File: config.mk
export PLATFORM = sky130hd
export DESIGN_NAME = efuse_ctrl
export DESIGN_NICKNAME = d
export VERILOG_FILES = /design/src/rtl/efc_pkg.sv /design/src/rtl/efc_fuse_array.sv /design/src/rtl/efc_shadow.sv /design/src/rtl/efc_engine.sv /design/src/rtl/efuse_ctrl.sv
export SDC_FILE = /design/constraint.sdc
export NUM_CORES = 2
export LEC_CHECK = 0
export BUFFER_PORTS_ARGS = -buffer_cell sky130_fd_sc_hd__buf_2
export CAP_MARGIN = 10
export CORE_UTILIZATION = 35
export DETAILED_ROUTE_END_ITERATION = 16
export GPL_TIMING_DRIVEN = 0
export MAX_ROUTING_LAYER = met4
export SYNTH_ARGS = -nofsm -noshare
export SYNTH_HDL_FRONTEND = slang
export SYNTH_SLANG_ARGS = --single-unit
export TNS_END_PERCENT = 1
File: constraint.sdc
create_clock -name clk -period 5.75 [get_ports clk]
set_input_delay 1.15 -clock clk [delete_from_list [all_inputs] [get_ports clk]]
set_output_delay 1.15 -clock clk [all_outputs]
set_load 0.02 [all_outputs]
File: src/rtl/efc_pkg.sv
package efc_pkg;
    localparam int WORD_W = 32;

    localparam int OFF_OP_CTRL   = 'h000;
    localparam int OFF_WORD_SEL  = 'h004;
    localparam int OFF_RD_WORD   = 'h008;
    localparam int OFF_WR_WORD   = 'h00C;
    localparam int OFF_STROBE    = 'h010;
    localparam int OFF_BURN_LOCK = 'h014;
    localparam int OFF_REG_LOCK  = 'h018;
    localparam int OFF_SHADOW    = 'h100;

    localparam int BIT_PD   = 26;
    localparam int BIT_ERR  = 30;
    localparam int BIT_BUSY = 31;

    typedef enum logic [1:0] {
        CMD_NONE  = 2'd0,
        CMD_READ  = 2'd1,
        CMD_PROG  = 2'd2,
        CMD_SENSE = 2'd3
    } efc_cmd_e;

    typedef enum logic [1:0] {
        ENG_IDLE  = 2'd0,
        ENG_READ  = 2'd1,
        ENG_PROG  = 2'd2,
        ENG_SENSE = 2'd3
    } efc_eng_e;
endpackage

File: src/rtl/efc_fuse_array.sv
module efc_fuse_array #(
    parameter int NW = 32,
    parameter int IW = $clog2(NW)
) (
    input  logic                         clk,
    input  logic                         rst_n,
    input  logic [IW-1:0]                rd_idx,
    output logic [efc_pkg::WORD_W-1:0]   rd_pri,
    output logic [efc_pkg::WORD_W-1:0]   rd_red,
    input  logic                         pgm_en,
    input  logic [IW-1:0]                pgm_idx,
    input  logic [efc_pkg::WORD_W-1:0]   pgm_data,
    output logic [NW*efc_pkg::WORD_W-1:0] bits_o
);
    localparam int W = efc_pkg::WORD_W;

    logic [NW-1:0][W-1:0] words_d, words_q;
    logic [NW-1:0]        hit;
    logic [IW-1:0]        rd_idx_nx;
    logic [IW-1:0]        pgm_idx_nx;

    assign rd_idx_nx  = rd_idx + IW'(1);
    assign pgm_idx_nx = pgm_idx + IW'(1);

    // One burn decode per entry: primary and redundant copy share the strobe
    for (genvar g = 0; g < NW; g++) begin : g_hit
        assign hit[g] = pgm_en && ((pgm_idx == IW'(g)) || (pgm_idx_nx == IW'(g)));
    end

    always_comb begin
        words_d = words_q;
        for (int i = 0; i < NW; i++) begin
            if (hit[i]) begin
                words_d[i] = words_q[i] | pgm_data;
            end
        end
    end

    always_ff @(posedge clk or negedge rst_n) begin
        if (!rst_n) begin
            words_q <= '0;
        end else begin
            words_q <= words_d;
        end
    end

    assign rd_pri = words_q[rd_idx];
    assign rd_red = words_q[rd_idx_nx];
    assign bits_o = words_q;
endmodule

File: src/rtl/efc_shadow.sv
module efc_shadow #(
    parameter int NW = 32,
    parameter int IW = $clog2(NW)
) (
    input  logic                       clk,
    input  logic                       rst_n,
    input  logic                       we,
    input  logic [IW-1:0]              wr_idx,
    input  logic [efc_pkg::WORD_W-1:0] wr_data,
    input  logic [IW-1:0]              rd_idx,
    output logic [efc_pkg::WORD_W-1:0] rd_data
);
    localparam int W = efc_pkg::WORD_W;

    logic [NW-1:0][W-1:0] shadow_d, shadow_q;

    for (genvar g = 0; g < NW; g++) begin : g_ent
        always_comb begin
            shadow_d[g] = shadow_q[g];
            if (we && (wr_idx == IW'(g))) begin
                shadow_d[g] = wr_data;
            end
        end
    end

    always_ff @(posedge clk or negedge rst_n) begin
        if (!rst_n) begin
            shadow_q <= '0;
        end else begin
            shadow_q <= shadow_d;
        end
    end

    assign rd_data = shadow_q[rd_idx];
endmodule

File: src/rtl/efc_engine.sv
module efc_engine #(
    parameter int NW = 32,
    parameter int PW = 16,
    parameter int IW = $clog2(NW)
) (
    input  logic                       clk,
    input  logic                       rst_n,
    input  logic                       start,
    input  efc_pkg::efc_cmd_e          cmd,
    input  logic [IW-1:0]              index,
    input  logic [efc_pkg::WORD_W-1:0] wdata,
    input  logic [PW-1:0]              pulse,
    output logic                       busy,
    output logic [IW-1:0]              arr_rd_idx,
    input  logic [efc_pkg::WORD_W-1:0] arr_rd_pri,
    input  logic [efc_pkg::WORD_W-1:0] arr_rd_red,
    output logic                       arr_pgm_en,
    output logic [IW-1:0]              arr_pgm_idx,
    output logic [efc_pkg::WORD_W-1:0] arr_pgm_data,
    output logic                       rd_we,
    output logic [efc_pkg::WORD_W-1:0] rd_word,
    output logic                       sh_we,
    output logic [IW-1:0]              sh_idx,
    output logic [efc_pkg::WORD_W-1:0] sh_data
);
    import efc_pkg::*;

    typedef struct packed {
        efc_eng_e          st;
        logic [IW-1:0]     idx;
        logic [WORD_W-1:0] data;
        logic [PW-1:0]     cnt;
    } eng_t;

    eng_t eng_d, eng_q;

    always_comb begin
        eng_d        = eng_q;
        arr_pgm_en   = 1'b0;
        rd_we        = 1'b0;
        sh_we        = 1'b0;
        arr_rd_idx   = eng_q.idx;
        arr_pgm_idx  = eng_q.idx;
        arr_pgm_data = eng_q.data;
        rd_word      = arr_rd_pri | arr_rd_red;
        sh_idx       = eng_q.idx;
        sh_data      = arr_rd_pri;

        case (eng_q.st)
            ENG_IDLE: begin
                if (start) begin
                    eng_d.idx  = index;
                    eng_d.data = wdata;
                    case (cmd)
                        CMD_READ: eng_d.st = ENG_READ;
                        CMD_PROG: begin
                            eng_d.st  = ENG_PROG;
                            eng_d.cnt = (pulse == '0) ? PW'(1) : pulse;
                        end
                        CMD_SENSE: begin
                            eng_d.st  = ENG_SENSE;
                            eng_d.idx = '0;
                        end
                        default: eng_d.st = ENG_IDLE;
                    endcase
                end
            end
            ENG_READ: begin
                rd_we    = 1'b1;
                eng_d.st = ENG_IDLE;
            end
            ENG_PROG: begin
                if (eng_q.cnt == PW'(1)) begin
                    arr_pgm_en = 1'b1;
                    eng_d.st   = ENG_IDLE;
                end else begin
                    eng_d.cnt = eng_q.cnt - PW'(1);
                end
            end
            ENG_SENSE: begin
                sh_we = 1'b1;
                if (eng_q.idx == IW'(NW - 1)) begin
                    eng_d.st = ENG_IDLE;
                end else begin
                    eng_d.idx = eng_q.idx + IW'(1);
                end
            end
            default: eng_d.st = ENG_IDLE;
        endcase
    end

    always_ff @(posedge clk or negedge rst_n) begin
        if (!rst_n) begin
            eng_q <= '{st: ENG_IDLE, idx: '0, data: '0, cnt: '0};
        end else begin
            eng_q <= eng_d;
        end
    end

    assign busy = (eng_q.st != ENG_IDLE);
endmodule

File: src/rtl/efuse_ctrl.sv
module efuse_ctrl #(
    parameter int NW        = 32,
    parameter int PW        = 16,
    parameter int AW        = 10,
    parameter int PULSE_RST = 192
) (
    input  logic          clk,
    input  logic          rst_n,
    input  logic          bus_we,
    input  logic [AW-1:0] bus_addr,
    input  logic [31:0]   bus_wdata,
    output logic [31:0]   bus_rdata
);
    import efc_pkg::*;

    localparam int IW      = $clog2(NW);
    localparam int MAX_IDX = NW - 2;
    localparam int SH_END  = OFF_SHADOW + 4 * NW;

    typedef struct packed {
        logic              pd;
        logic              err;
        logic              pgm_lock;
        logic              wr_lock;
        logic [IW-1:0]     idx;
        logic [WORD_W-1:0] wdata;
        logic [WORD_W-1:0] rdata;
        logic [PW-1:0]     pulse;
    } regs_t;

    regs_t regs_d, regs_q;

    logic              start;
    efc_cmd_e          cmd;
    logic              busy_w;
    logic [IW-1:0]     arr_rd_idx, arr_pgm_idx, sh_idx, sh_rd_idx;
    logic [WORD_W-1:0] arr_rd_pri, arr_rd_red, arr_pgm_data;
    logic [WORD_W-1:0] rd_word, sh_data, sh_rd_data;
    logic              arr_pgm_en, rd_we, sh_we;
    logic [NW*WORD_W-1:0] fuse_bits;
    logic              in_shadow;

    assign cmd = efc_cmd_e'(bus_wdata[1:0]);

    always_comb begin
        regs_d = regs_q;
        start  = 1'b0;
        if (rd_we) begin
            regs_d.rdata = rd_word;
        end
        if (bus_we && !regs_q.wr_lock) begin
            case (32'(bus_addr))
                OFF_OP_CTRL: begin
                    regs_d.pd = bus_wdata[BIT_PD];
                    if (cmd != CMD_NONE) begin
                        if (regs_q.pd || busy_w ||
                            ((cmd != CMD_SENSE) && (32'(regs_q.idx) > MAX_IDX)) ||
                            ((cmd == CMD_PROG) && regs_q.pgm_lock)) begin
                            regs_d.err = 1'b1;
                        end else begin
                            start      = 1'b1;
                            regs_d.err = 1'b0;
                        end
                    end
                end
                OFF_WORD_SEL:  regs_d.idx   = bus_wdata[IW-1:0];
                OFF_WR_WORD:   regs_d.wdata = bus_wdata;
                OFF_STROBE:    regs_d.pulse = bus_wdata[PW-1:0];
                OFF_BURN_LOCK: regs_d.pgm_lock = regs_q.pgm_lock | bus_wdata[0];
                OFF_REG_LOCK:  regs_d.wr_lock  = bus_wdata[0];
                default: ;
            endcase
        end else if (bus_we && (32'(bus_addr) == OFF_OP_CTRL) && (cmd != CMD_NONE)) begin
            regs_d.err = 1'b1;
        end
    end

    always_ff @(posedge clk or negedge rst_n) begin
        if (!rst_n) begin
            regs_q <= '{pd: 1'b1, err: 1'b0, pgm_lock: 1'b0, wr_lock: 1'b0,
                        idx: '0, wdata: '0, rdata: '0, pulse: PW'(PULSE_RST)};
        end else begin
            regs_q <= regs_d;
        end
    end

    // Read side: control registers by exact offset, shadow window by range
    assign in_shadow = (32'(bus_addr) >= OFF_SHADOW) && (32'(bus_addr) < SH_END);
    assign sh_rd_idx = IW'((32'(bus_addr) - OFF_SHADOW) >> 2);

    always_comb begin
        bus_rdata = '0;
        if (in_shadow) begin
            bus_rdata = sh_rd_data;
        end else begin
            case (32'(bus_addr))
                OFF_OP_CTRL: begin
                    bus_rdata[BIT_BUSY] = busy_w;
                    bus_rdata[BIT_ERR]  = regs_q.err;
                    bus_rdata[BIT_PD]   = regs_q.pd;
                end
                OFF_WORD_SEL:  bus_rdata = 32'(regs_q.idx);
                OFF_RD_WORD:   bus_rdata = regs_q.rdata;
                OFF_WR_WORD:   bus_rdata = regs_q.wdata;
                OFF_STROBE:    bus_rdata = 32'(regs_q.pulse);
                OFF_BURN_LOCK: bus_rdata = 32'(regs_q.pgm_lock);
                OFF_REG_LOCK:  bus_rdata = 32'(regs_q.wr_lock);
                default:       bus_rdata = '0;
            endcase
        end
    end

    efc_engine #(.NW(NW), .PW(PW), .IW(IW)) u_engine (
        .clk          (clk),
        .rst_n        (rst_n),
        .start        (start),
        .cmd          (cmd),
        .index        (regs_q.idx),
        .wdata        (regs_q.wdata),
        .pulse        (regs_q.pulse),
        .busy         (busy_w),
        .arr_rd_idx   (arr_rd_idx),
        .arr_rd_pri   (arr_rd_pri),
        .arr_rd_red   (arr_rd_red),
        .arr_pgm_en   (arr_pgm_en),
        .arr_pgm_idx  (arr_pgm_idx),
        .arr_pgm_data (arr_pgm_data),
        .rd_we        (rd_we),
        .rd_word      (rd_word),
        .sh_we        (sh_we),
        .sh_idx       (sh_idx),
        .sh_data      (sh_data)
    );

    efc_fuse_array #(.NW(NW), .IW(IW)) u_array (
        .clk      (clk),
        .rst_n    (rst_n),
        .rd_idx   (arr_rd_idx),
        .rd_pri   (arr_rd_pri),
        .rd_red   (arr_rd_red),
        .pgm_en   (arr_pgm_en),
        .pgm_idx  (arr_pgm_idx),
        .pgm_data (arr_pgm_data),
        .bits_o   (fuse_bits)
    );

    efc_shadow #(.NW(NW), .IW(IW)) u_shadow (
        .clk     (clk),
        .rst_n   (rst_n),
        .we      (sh_we),
        .wr_idx  (sh_idx),
        .wr_data (sh_data),
        .rd_idx  (sh_rd_idx),
        .rd_data (sh_rd_data)
    );
endmodule

==> out/metrics.cfg <==
[synth]
synthDistinctLibCells=71
synth_cells=7385
yosys_warnings=0
synthArstFlopShare=1.000
ys_ff_latch=2192
syn-num-nets=7439
synthesis.area_sq_um=105300
netlist_top_cells_area=dfrtp_1 52%, mux4_2 14%, mux2_2 13%, a21o_1 7.3%, mux2i_1 2.0%
yosysTopAreaCellShare=0.5202
syn_avg_cell_area_sq_um=14.26
yosys.area.top_type=dfrtp_1
synth-edff-count=0
ys.flop_type=dfrtp_1
yosysSeqAreaShare=0.5210

[pwr]
combPwrFrac=0.035
power_density_nw_per_um2=264.7
fin_total_pwr_mw=31.57
max-vdd-ir-drop_v=0.0002809
clkPwrFrac=0.473
p_sw_mw=7.356
p_int_mw=24.22
swShare=0.2330
p_leak_nw=62.59
seqPwrFrac=0.491

[layout]
final_common_cell=dfrtp_1
layout_common_cells=2,189 x dfrtp_1, 1,234 x mux2_2, 1,029 x a21o_1, 670 x mux4_2, 516 x clkbuf_1
stdcell_area_sq_um=119300
postLayoutCoreUtil=0.3983
layout.area.seq_sq_um=54860
multi_input_area_sq_um=46700
fillers=27820
nNetsFinal=7784
drive_gt1_frac=0.3427
area_growth_syn_to_layout_pct=13.29
instances_no_fill=11890

[sta]
slew_headroom=-0.02334
fin_worst_skew_ns=0.05644
hold_violations=0
fin_crit_sh=1.057
grt_setup_unrepaired=true
setup_violations=29
fmax_mhz=164.5
drv_slew=23
finalSetupTns_ns=-3.328
setup_ws_ns=-0.3289
min_period_ns=6.079
worst_pin_slew_ns=1.535

[detailed_routing]
drtAntennaViolNets=0
wirelength_um=407600
drt_pass1_iterations=8
drtIter0Drc=8927
drc=0
routed_via_density=6.166
vias=73310
post_drt_wl_per_cell_um=34.28

[clock_tree]
insertion_delay_ns=0.92
cts_buffers=226
cts.reportedPaths.clkPinSlew_ns=0.06
cts_buffer_depth=4
cts.sinks=2192
cts_tree=done
clock-root-buffer=clkbuf_16
htree_levels=4

[floorplanning]
rows=201
fp.dieArea_sq_um=303000
die_x_um=550.5
fp.dieH_um=550.5
start_util=0.3515
io_pins=77
core_sq_um=299500

[worst_setup_path]
cp_max_fo=10
cp-start-kind=flop
path_buf_inv=6
crit_top_cell=clkbuf_1
cp-end-kind=flop
crit_chain=clkbuf_1 -> clkbuf_1 -> buf_2 -> and3_1 -> ha_1 -> clkbuf_1 -> buf_1 -> clkbuf_1 -> nand4_1 -> and4_1 -> o31a_1
worstSetupPathType=reg2reg
crit_family=buffers and inverters
cpPeakStageDelay_ns=0.86
crit_arrival_ns=6.88
required_ns=6.55
critPathSlowestCell=clkbuf_1

[global_route]
grt_max_degree=173
overflow=0
grt_pass1_wl_um=574200
antenna_found_initial=37
grt_pass1_vias=74780
track_usage=0.2754

[run]
cap_violations=2

[placed_design]
port_buffers=72
dp_cells=11460
gp_congestion=1.002
hpwl_um=289500
place_area_sq_um=111500

[min_path]
hp-class=in2async

[outcome]
status=complete, but fails checks
violations=max-capacitance violations, max-slew violations, negative setup slack

==> power groups by stage <==
| stage | clock network [mW] | logic, mW | registers (mW) |
|---|---|---|---|
| after floorplan | 0 | 0.424 | 15.8 |
| after global placement | 0 | 1.04 | 15.8 |
| after detailed placement | 0 | 1.11 | 15.8 |
| after CTS | 15.0 | 1.13 | 15.5 |
| after global routing | 15.6 | 1.20 | 15.5 |
| final | 14.9 | 1.12 | 15.5 |
==> per-stage QoR <==
stage | worst slack (ns) | hold WS, ns
5_1_grt | -0.1547 | 0.1822
6_report | -0.3289 | 0.1668
2_1_floorplan | 0.9179 | 0.4386
3_3_place_gp | -44.10 | 0.4489
3_5_place_dp | -1.733 | 0.4592
4_1_cts | -0.06134 | 0.1435
==> final cells by class <==
type	count	area share
Antenna cell	29	0.0006084
Timing Repair Buffer	117	0.01046
Clock inverter	51	0.004405
Buffer	782	0.03408
Clock buffer	350	0.05687
Sequential cell	2192	0.4599
Tap cell	3958	0.04152
Multi-Input combinational cell	4388	0.3915
Inverter	23	0.0007237
==> worst register-to-register path, stage by stage (launching register included) <==
cell	delay, ns
dfrtp_1	0.32
clkbuf_1	0.39
clkbuf_1	0.86
buf_2	0.68
and3_1	0.31
ha_1	0.18
clkbuf_1	0.52
buf_1	0.87
clkbuf_1	0.75
nand4_1	0.25
and4_1	0.49
o31a_1	0.34
==> flip-flops by register name, indices dropped and copies added, names as in the netlist <==
name / count
u_array.bits_o: 1024
u_shadow.shadow_q: 1024
regs_q: 89
u_engine.arr_pgm_data: 32
u_engine.eng_q: 18
u_engine.arr_pgm_idx: 5
==> metal layers <==
metal	wire (um)	global-route usage	vias to the layer above
met1	156700	0.3368	39320
li1	-	-	28580
met4	26710	0.1593	0
met2	182900	0.4046	4229
met3	41230	0.08108	1183
met5	0	-	-
==> synthesized netlist by cell type, types with 26 or more instances <==
library cell / instances
a21o_1: 1029
a21oi_1: 49
a222oi_1: 46
a31oi_1: 26
and4_1: 31
buf_1: 72
buf_2: 103
buf_6: 91
clkbuf_1: 509
dfrtp_1: 2189
mux2_2: 1234
mux2i_1: 212
mux4_2: 670
nand2_1: 334
nand2b_1: 36
nand3_1: 45
nand4_1: 129
nor2_1: 75
nor2b_1: 36
o211ai_1: 37
o21ai_0: 39
o22ai_1: 82
o31a_1: 30
o41a_1: 31
==> cell families after synthesis <==
logic type / after synthesis / share of synthesized area
xor+xnor: 5 / 0.0004160
mux: 2116 / 0.2954
compound gates: 1493 / 0.1081
buf+inv: 805 / 0.03697
simple gates: 765 / 0.03702
fa+ha+maj: 9 / 0.001070
flops: 2192 / 0.5210
==> final timing paths <==
check / to / startpoint / cells after the start / slack (ns)
max in group asynchronous: u_shadow.shadow_q[681] / rst_n / 6 / 1.80
min in group clk: u_array.bits_o[467] / u_array.bits_o[467] / 1 / 0.47
worst max register to register: regs_q[28] / u_engine.arr_pgm_idx[2] / 11 / -0.33
worst max-delay path: regs_q[28] / u_engine.arr_pgm_idx[2] / 11 / -0.33
worst min register to register: u_array.bits_o[467] / u_array.bits_o[467] / 1 / 0.47
worst min-delay path: u_array.bits_o[499] / rst_n / 1 / 0.17
==> repair_timing <==
item,in CTS,in global routing
hold buffers,0,0
pin swaps,3,3
setup endpoints to repair,45,42
resized for setup,128,26
setup buffers,0,0
No activity file was read; power rests on OpenSTA's default activity.
